**config.mk**
```make
export PLATFORM = sky130hd
export DESIGN_NAME = rtc_regfile
export DESIGN_NICKNAME = d
export VERILOG_FILES = /design/src/rtl/rtc_pkg.sv /design/src/rtl/rtc_cal.sv /design/src/rtl/rtc_view.sv /design/src/rtl/rtc_csr.sv /design/src/rtl/rtc_regfile.sv
export SDC_FILE = /design/constraint.sdc
export NUM_CORES = 1
export LEC_CHECK = 0
export BUFFER_PORTS_ARGS = -buffer_cell sky130_fd_sc_hd__buf_2
export CAP_MARGIN = 30
export CELL_PAD_IN_SITES_DETAIL_PLACEMENT = 1
export CELL_PAD_IN_SITES_GLOBAL_PLACEMENT = 1
export CORE_MARGIN = 2
export CORE_UTILIZATION = 43
export CTS_BUF_LIST = sky130_fd_sc_hd__clkbuf_8
export DETAILED_ROUTE_END_ITERATION = 12
export PLACE_DENSITY = 0.81
export SLEW_MARGIN = 20
export SYNTH_ARGS = -nofsm -noshare
export SYNTH_HDL_FRONTEND = slang
export SYNTH_SLANG_ARGS = --single-unit
```
**constraint.sdc**
```tcl
create_clock -name clk -period 2.8 [get_ports clk]
set_input_delay 0.14 -clock clk [delete_from_list [all_inputs] [get_ports clk]]
set_output_delay 0.14 -clock clk [all_outputs]
set_load 0.05 [all_outputs]
```
**src/rtl/rtc_pkg.sv**
```systemverilog
package rtc_pkg;

    typedef enum logic [2:0] {
        CS_IDLE, CS_SEC, CS_MIN, CS_HOUR, CS_DAY, CS_MON, CS_YEAR
    } cal_state_e;

    typedef struct packed {
        logic [6:0] year;
        logic [3:0] month;
        logic [4:0] day;
        logic [2:0] dow;
        logic [4:0] hour;
        logic [5:0] minute;
        logic [5:0] sec;
    } cal_t;

    localparam cal_t CAL_RESET = '{year: 7'd0, month: 4'd1, day: 5'd1, dow: 3'd0,
                                   hour: 5'd0, minute: 6'd0, sec: 6'd0};

    // slot indices decoded from the bus address
    localparam logic [3:0] SLOT_SEC  = 4'd0;
    localparam logic [3:0] SLOT_MIN  = 4'd2;
    localparam logic [3:0] SLOT_HOUR = 4'd4;
    localparam logic [3:0] SLOT_DOW  = 4'd6;
    localparam logic [3:0] SLOT_DOM  = 4'd7;
    localparam logic [3:0] SLOT_MON  = 4'd8;
    localparam logic [3:0] SLOT_YEAR = 4'd9;
    localparam logic [3:0] SLOT_CTLA = 4'd10;
    localparam logic [3:0] SLOT_CTLB = 4'd11;
    localparam logic [3:0] SLOT_CTLC = 4'd12;
    localparam logic [3:0] SLOT_CTLD = 4'd13;

    function automatic logic [4:0] month_len(input logic [3:0] m, input logic leap);
        case (m)
            4'd2:                    return leap ? 5'd29 : 5'd28;
            4'd4, 4'd6, 4'd9, 4'd11: return 5'd30;
            default:                 return 5'd31;
        endcase
    endfunction

endpackage

```
**src/rtl/rtc_cal.sv**
```systemverilog
module rtc_cal
    import rtc_pkg::*;
(
    input  logic clk,
    input  logic rst_n,
    input  logic tick,
    input  logic load,
    input  cal_t load_val,
    output cal_t cal,
    output logic busy
);
    cal_state_e state_q, state_n;
    cal_t       cal_q;

    logic sec_wrap, min_wrap, hour_wrap, day_wrap, mon_wrap;

    always_comb begin
        sec_wrap  = (cal_q.sec == 6'd59);
        min_wrap  = (cal_q.minute == 6'd59);
        hour_wrap = (cal_q.hour == 5'd23);
        day_wrap  = (cal_q.day >= month_len(cal_q.month, cal_q.year[1:0] == 2'b00));
        mon_wrap  = (cal_q.month >= 4'd12);
    end

    // state register
    always_ff @(posedge clk or negedge rst_n) begin
        if (!rst_n) state_q <= CS_IDLE;
        else        state_q <= state_n;
    end

    // next state
    always_comb begin
        state_n = state_q;
        if (load) begin
            state_n = CS_IDLE;
        end else begin
            unique case (state_q)
                CS_IDLE: if (tick) state_n = CS_SEC;
                CS_SEC:  state_n = sec_wrap  ? CS_MIN  : CS_IDLE;
                CS_MIN:  state_n = min_wrap  ? CS_HOUR : CS_IDLE;
                CS_HOUR: state_n = hour_wrap ? CS_DAY  : CS_IDLE;
                CS_DAY:  state_n = day_wrap  ? CS_MON  : CS_IDLE;
                CS_MON:  state_n = mon_wrap  ? CS_YEAR : CS_IDLE;
                CS_YEAR: state_n = CS_IDLE;
                default: state_n = CS_IDLE;
            endcase
        end
    end

    // calendar fields, one field per state
    always_ff @(posedge clk or negedge rst_n) begin
        if (!rst_n) begin
            cal_q <= CAL_RESET;
        end else if (load) begin
            cal_q <= load_val;
        end else begin
            unique case (state_q)
                CS_SEC:  cal_q.sec    <= sec_wrap  ? 6'd0 : cal_q.sec + 6'd1;
                CS_MIN:  cal_q.minute <= min_wrap  ? 6'd0 : cal_q.minute + 6'd1;
                CS_HOUR: cal_q.hour   <= hour_wrap ? 5'd0 : cal_q.hour + 5'd1;
                CS_DAY: begin
                    cal_q.dow <= (cal_q.dow >= 3'd6) ? 3'd0 : cal_q.dow + 3'd1;
                    cal_q.day <= day_wrap ? 5'd1 : cal_q.day + 5'd1;
                end
                CS_MON:  cal_q.month <= mon_wrap ? 4'd1 : cal_q.month + 4'd1;
                CS_YEAR: cal_q.year  <= (cal_q.year >= 7'd99) ? 7'd0 : cal_q.year + 7'd1;
                default: ;
            endcase
        end
    end

    assign cal  = cal_q;
    assign busy = (state_q != CS_IDLE);

endmodule

```
**src/rtl/rtc_view.sv**
```systemverilog
module rtc_view
    import rtc_pkg::*;
#(
    parameter int LEGACY_YEAR = 82
) (
    input  logic       legacy,
    input  logic [6:0] year,
    input  logic [3:0] month,
    input  logic [4:0] day,
    output logic [3:0] rep_month,
    output logic [4:0] rep_day,
    output logic [7:0] rep_year
);
    logic       leap;
    logic [5:0] day_p1;

    always_comb begin
        leap      = (year[1:0] == 2'b00);
        day_p1    = {1'b0, day} + 6'd1;
        rep_month = month;
        rep_day   = day;
        rep_year  = legacy ? 8'(LEGACY_YEAR) : {1'b0, year};
        if (legacy && leap) begin
            if (month > 4'd2) begin
                if (day_p1 > {1'b0, month_len(month, 1'b0)}) begin
                    rep_month = (month >= 4'd12) ? 4'd1 : month + 4'd1;
                    rep_day   = 5'd1;
                end else begin
                    rep_day   = day_p1[4:0];
                end
            end else if (month == 4'd2 && day == 5'd29) begin
                rep_month = 4'd3;
                rep_day   = 5'd1;
            end
        end
    end

endmodule

```
**src/rtl/rtc_csr.sv**
```systemverilog
module rtc_csr
    import rtc_pkg::*;
#(
    parameter logic [2:0] DV_VALID = 3'd2
) (
    input  logic       clk,
    input  logic       rst_n,
    input  logic       wr_en,
    input  logic [3:0] slot,
    input  logic [7:0] wdata,
    input  logic       set_valid,
    input  logic       set_invalid,
    output logic [6:0] ctl_a,
    output logic [7:0] ctl_b,
    output logic       ctl_d_vrt
);
    localparam logic [7:0] B_WMASK = 8'h87;

    logic [6:0] a_q, a_n;
    logic [7:0] b_q, b_n;
    logic       d_q, d_n;

    always_comb begin
        a_n = a_q;
        b_n = b_q;
        d_n = d_q;
        if (wr_en) begin
            unique case (slot)
                SLOT_CTLA: a_n = wdata[6:0];
                SLOT_CTLB: b_n = (b_q & ~B_WMASK) | (wdata & B_WMASK);
                SLOT_CTLD: d_n = wdata[7];
                default: ;
            endcase
        end
        if (set_valid) begin
            a_n[6:4] = a_n[6:4] | DV_VALID;
            b_n[2:1] = 2'b11;
            d_n      = 1'b1;
        end
        if (set_invalid) d_n = 1'b0;
    end

    always_ff @(posedge clk or negedge rst_n) begin
        if (!rst_n) begin
            a_q <= '0;
            b_q <= '0;
            d_q <= 1'b0;
        end else begin
            a_q <= a_n;
            b_q <= b_n;
            d_q <= d_n;
        end
    end

    assign ctl_a     = a_q;
    assign ctl_b     = b_q;
    assign ctl_d_vrt = d_q;

endmodule

```
**src/rtl/rtc_regfile.sv**
```systemverilog
module rtc_regfile
    import rtc_pkg::*;
#(
    parameter int         ADDR_MSB    = 4,
    parameter int         RDATA_W     = 32,
    parameter int         ODD_LANE    = 16,
    parameter int         LEGACY_YEAR = 82,
    parameter logic [2:0] DV_VALID    = 3'd2
) (
    input  logic               clk,
    input  logic               rst_n,
    input  logic               tick,
    input  logic               mode_load,
    input  logic               mode_std,
    input  logic               cal_load,
    input  logic [6:0]         ld_year,
    input  logic [3:0]         ld_month,
    input  logic [4:0]         ld_day,
    input  logic [2:0]         ld_dow,
    input  logic [4:0]         ld_hour,
    input  logic [5:0]         ld_min,
    input  logic [5:0]         ld_sec,
    input  logic               set_valid,
    input  logic               set_invalid,
    input  logic [ADDR_MSB:1]  bus_addr,
    input  logic               bus_rd,
    input  logic               bus_wr,
    input  logic [7:0]         bus_wdata,
    output logic [RDATA_W-1:0] bus_rdata
);
    localparam int PAD_W = RDATA_W - 8;

    cal_t       cal_q, cal_ld;
    logic       busy;
    logic       mode_std_q;
    logic [3:0] slot;
    logic [3:0] rep_month;
    logic [4:0] rep_day;
    logic [7:0] rep_year;
    logic [6:0] ctl_a;
    logic [7:0] ctl_b;
    logic       ctl_d_vrt;
    logic [7:0] rd_byte;
    logic [RDATA_W-1:0] rd_word;

    assign slot   = bus_addr[4:1];
    assign cal_ld = '{year: ld_year, month: ld_month, day: ld_day, dow: ld_dow,
                      hour: ld_hour, minute: ld_min, sec: ld_sec};

    rtc_cal u_cal (
        .clk(clk), .rst_n(rst_n), .tick(tick), .load(cal_load),
        .load_val(cal_ld), .cal(cal_q), .busy(busy)
    );

    rtc_view #(.LEGACY_YEAR(LEGACY_YEAR)) u_view (
        .legacy(!mode_std_q), .year(cal_q.year), .month(cal_q.month),
        .day(cal_q.day), .rep_month(rep_month), .rep_day(rep_day),
        .rep_year(rep_year)
    );

    rtc_csr #(.DV_VALID(DV_VALID)) u_csr (
        .clk(clk), .rst_n(rst_n), .wr_en(bus_wr), .slot(slot),
        .wdata(bus_wdata), .set_valid(set_valid), .set_invalid(set_invalid),
        .ctl_a(ctl_a), .ctl_b(ctl_b), .ctl_d_vrt(ctl_d_vrt)
    );

    always_ff @(posedge clk or negedge rst_n) begin
        if (!rst_n)         mode_std_q <= 1'b0;
        else if (mode_load) mode_std_q <= mode_std;
    end

    always_comb begin
        case (slot)
            SLOT_SEC:  rd_byte = {2'b0, cal_q.sec};
            SLOT_MIN:  rd_byte = {2'b0, cal_q.minute};
            SLOT_HOUR: rd_byte = {3'b0, cal_q.hour};
            SLOT_DOW:  rd_byte = {5'b0, cal_q.dow};
            SLOT_DOM:  rd_byte = {3'b0, rep_day};
            SLOT_MON:  rd_byte = {4'b0, rep_month};
            SLOT_YEAR: rd_byte = rep_year;
            SLOT_CTLA: rd_byte = {busy, ctl_a};
            SLOT_CTLB: rd_byte = ctl_b;
            SLOT_CTLD: rd_byte = {ctl_d_vrt, 7'b0};
            default:   rd_byte = 8'h00;
        endcase
        rd_word = {{PAD_W{1'b0}}, rd_byte};
        if (slot[0]) rd_word = rd_word << ODD_LANE;
    end

    always_ff @(posedge clk or negedge rst_n) begin
        if (!rst_n)      bus_rdata <= '0;
        else if (bus_rd) bus_rdata <= rd_word;
    end

endmodule

```
==> results.md <==
* Outcome: finished clean
* First-pass GRT wire length at 22800 µm
* Slew margin rel. at 43.7%
* Post-Syn Area at ~0.0046 mm²
* Post-Synthesis Cells at 540
* Core box area at 0.0104 mm²
* VDD IR max at 214 µV
* Dominant synthesized flop cell: dfrtp_1
* Drt first pass iters at 4
* Slowest cell on crit path: dfstp_2
* Setup ws final at 0.0739 ns
* Max-Cap Viols at 0
* Avg Inst Size Synth at 8.60 µm²
* Routed wire per std cell at 18.2 µm
* Fin. max-slew vios at 0
* Final hold violation count at 0
* Data arrival, critical path at 2.98 ns
* Max FO, Critical Path at 6
* # port buffers at 73
* Layout area overhead at 18.9%
* Ports at 90
* Min Clock Period, post-route at 2.73 ns
* Worst path max stage delay at 0.64 ns
* Root Buffer: clkbuf_8
* Die Area at 0.0116 mm²
* Initial antenna violation count at 0
* # setup viols final at 0
* GPL Wtd Cong at 0.966
* Final wirelength at 14000 µm
* Diodes inserted at 0
* CP Class: flop to flop
* Commonest non-fill, non-tap cell in the layout: buf_2
* EDFF count, synth at 0
* DIE HEIGHT at 108 µm
* Clock Latency Late Sink at 0.36 ns
* Commonest non-fill, non-tap cells in the layout: buf_2 (73), nand2_1 (66), dfrtp_1 (65)
* CTS tree: done
* Share of cells above drive strength 1 at 20.5%
* 1st-iter DRT viols at 216
* Post-DP HPWL at 10300 µm
* Maximum clock frequency at 367 MHz
* Clock transition at the registers of the reported paths at 0.08 ns
* Die Width at 108 µm
* Clock Skews at 0.0116 ns
* Tcrit/Tclk final at 97.4%
* Fin util at 53.0%
* Final cell area excluding filler cells at approximately 0.0055 mm²
* Power density cells at 486 mW/mm²
* # nets final at 700
* Total GRT Usage at 25.0%
* Largest net degree at the start of global routing at 72
* H-tree levels at 3
* Grt ovf at 0
* Crit-path most repeated cell: nor2_1
* Worst slack at placement at 0.0533 ns
* Via density at 5.75
* Seq/Total Area, Yosys at 36.7%
* Effective utilization at floorplan at 44.6%
* Yosys warns at 0
* Worst Tran Pin Value at 0.838 ns
* Total clock sinks at 68
* Critical path cell sequence: inv_4 -> ha_2 -> a21oi_2 -> nor2_1 -> nor2_1 -> ha_1 -> a221oi_4 -> a311oi_1 -> a211o_1 -> buf_4 -> a22o_1
* Critical path capture point type: flop
* Area after DPL at 0.00506 mm²
* Startpoint types: flop
* Total power at 2680 µW
* WP data required at 3.05 ns
* Leakage power total at 0.00251 µW
* DRT antenna net count at 0
* Hold slack at 0.00233 ns
* Asr flop ratio synth at 100%
* Worst min-delay path category: primary input to flop
* Seq cells post-synth at ~70
* Routed vias at 4406
* Vias in the first global route at 4591
* CTS Buf Count at 9
* Drt drc at 0
* Max clock buf depth at 2
* Standard-cell rows at 37
* Post-synth cell types at 65
==> routing by layer <==
layer | track usage (%) | share of wire, % | vias to the layer above
li1 | - | - | 2100
met1 | 31.2 | 44 | 2182
met2 | 43.7 | 51 | 102
met3 | 4.54 | 3.7 | 22
met4 | 7.78 | 2.0 | 0
met5 | 0 | 0 | -
==> through the flow <==
step,cells,setup TNS [ns]
floorplan,555,0
global placement,728,0
detailed placement,728,0
CTS,763,0
global route,766,-0.166
finish,766,0
==> layout make-up <==
type                       instances  area (µm²)
tap                              136         170
sequential                        68        1710
clock inverter                     7        68.8
clock buffer                       9         124
inverter                          27         104
timing repair buffer             101         636
multi-input combinational        418        2710
fill                            1265        4890
==> final timing paths <==
| check | start | end | slack, ns | cells past startpoint |
|---|---|---|---|---|
| max | u_cal.cal[25]$_DFFE_PN1P_ | bus_rdata[17]$_DFFE_PN0P_ | 0.07 | 11 |
| min | ld_min[5] | u_cal.cal[11]$_DFFE_PN0P_ | 0.002 | 3 |
| max reg2reg | u_cal.cal[25]$_DFFE_PN1P_ | bus_rdata[17]$_DFFE_PN0P_ | 0.07 | 11 |
| min reg2reg | u_csr.ctl_a[5]$_DFFE_PN0P_ | u_csr.ctl_a[5]$_DFFE_PN0P_ | 0.49 | 1 |
| max in group asynchronous | rst_n | u_cal.cal[25]$_DFFE_PN1P_ | 1.70 | 3 |
| min in group asynchronous | rst_n | u_cal.cal[30]$_DFFE_PN0P_ | 0.38 | 2 |
==> synthesized netlist by cell type (all sizes together) (3+ instances only) <==
cell    number  area share (%)
nand4        8             1.1
nand2b       9             1.2
and3b        5            0.94
buf         26             3.8
or3          3            0.40
mux2        12             2.9
a221o        4            0.86
o21ai       58             6.3
and2         5            0.67
and3        16             2.2
nor2        37             3.0
ha          17             4.6
xnor2        3             1.1
inv         27             2.2
a21o         5            0.81
xor2         3            0.57
mux2i       10             2.2
nand2       66             5.3
o31ai        3            0.49
o31a         4            0.75
nor4         3            0.40
clkbuf      16             1.3
a21oi       29             3.1
a221oi       5             1.3
a311oi       4            0.75
nand3b       3            0.49
a31oi        5            0.67
nor3        12             1.4
dfrtp       66              36
a32oi        5            0.94
a21boi       3            0.49
nor3b       11             2.0
nand3       13             1.4
a22oi        6            0.97
a211o        6             1.1
nor2b        4            0.54
==> report_power, final <==
group	switching (µW)	leakage (µW)	internal, µW	total [µW]
Clock	420	0.000100	408	828
Combinational	396	0.00157	260	655
Sequential	120	0.000836	1080	1200
==> kinds of logic (layout without fill, tap and decap cells) <==
group                    after synthesis  after routing  synth area share [%]
XOR/XNOR                               6              6                  1.70
other                                  1             16                0.0808
flip-flops                            68             68                  36.7
buffers and inverters                 69            144                  7.25
AND/OR/NAND/NOR                      199            199                  22.2
adder cells (fa/ha/maj)               17             17                  4.58
multiplexers                          22             22                  5.07
AO/OA/AOI/OAI                        158            158                  22.4
==> what timing repair did <==
| item | in CTS | in global routing |
|---|---|---|
| endpoints found under the setup margin | 0 | 9 |
| resized for setup | 0 | 13 |
| setup buffers | 0 | 3 |
| endpoints found under the hold margin | 49 | 0 |
| hold buffers | 19 | 0 |
==> flip-flops by register name (all words and copies together), names as in the netlist <==
register	count
u_cal.state_q	3
u_csr.ctl_a	7
u_csr.ctl_b	4
mode_std_q	1
u_csr.ctl_d_vrt	1
bus_rdata	16
u_cal.cal	36
==> worst max-delay path: cells and delay by family, from the launching register on <==
kind | cells | cell delay, ns
flip-flops | 1 | 0.64
buffers and inverters | 2 | 0.21
adder cells (fa/ha/maj) | 2 | 0.47
AND/OR/NAND/NOR | 2 | 0.17
AO/OA/AOI/OAI | 5 | 1.13
(Power assumes the default switching activity.)
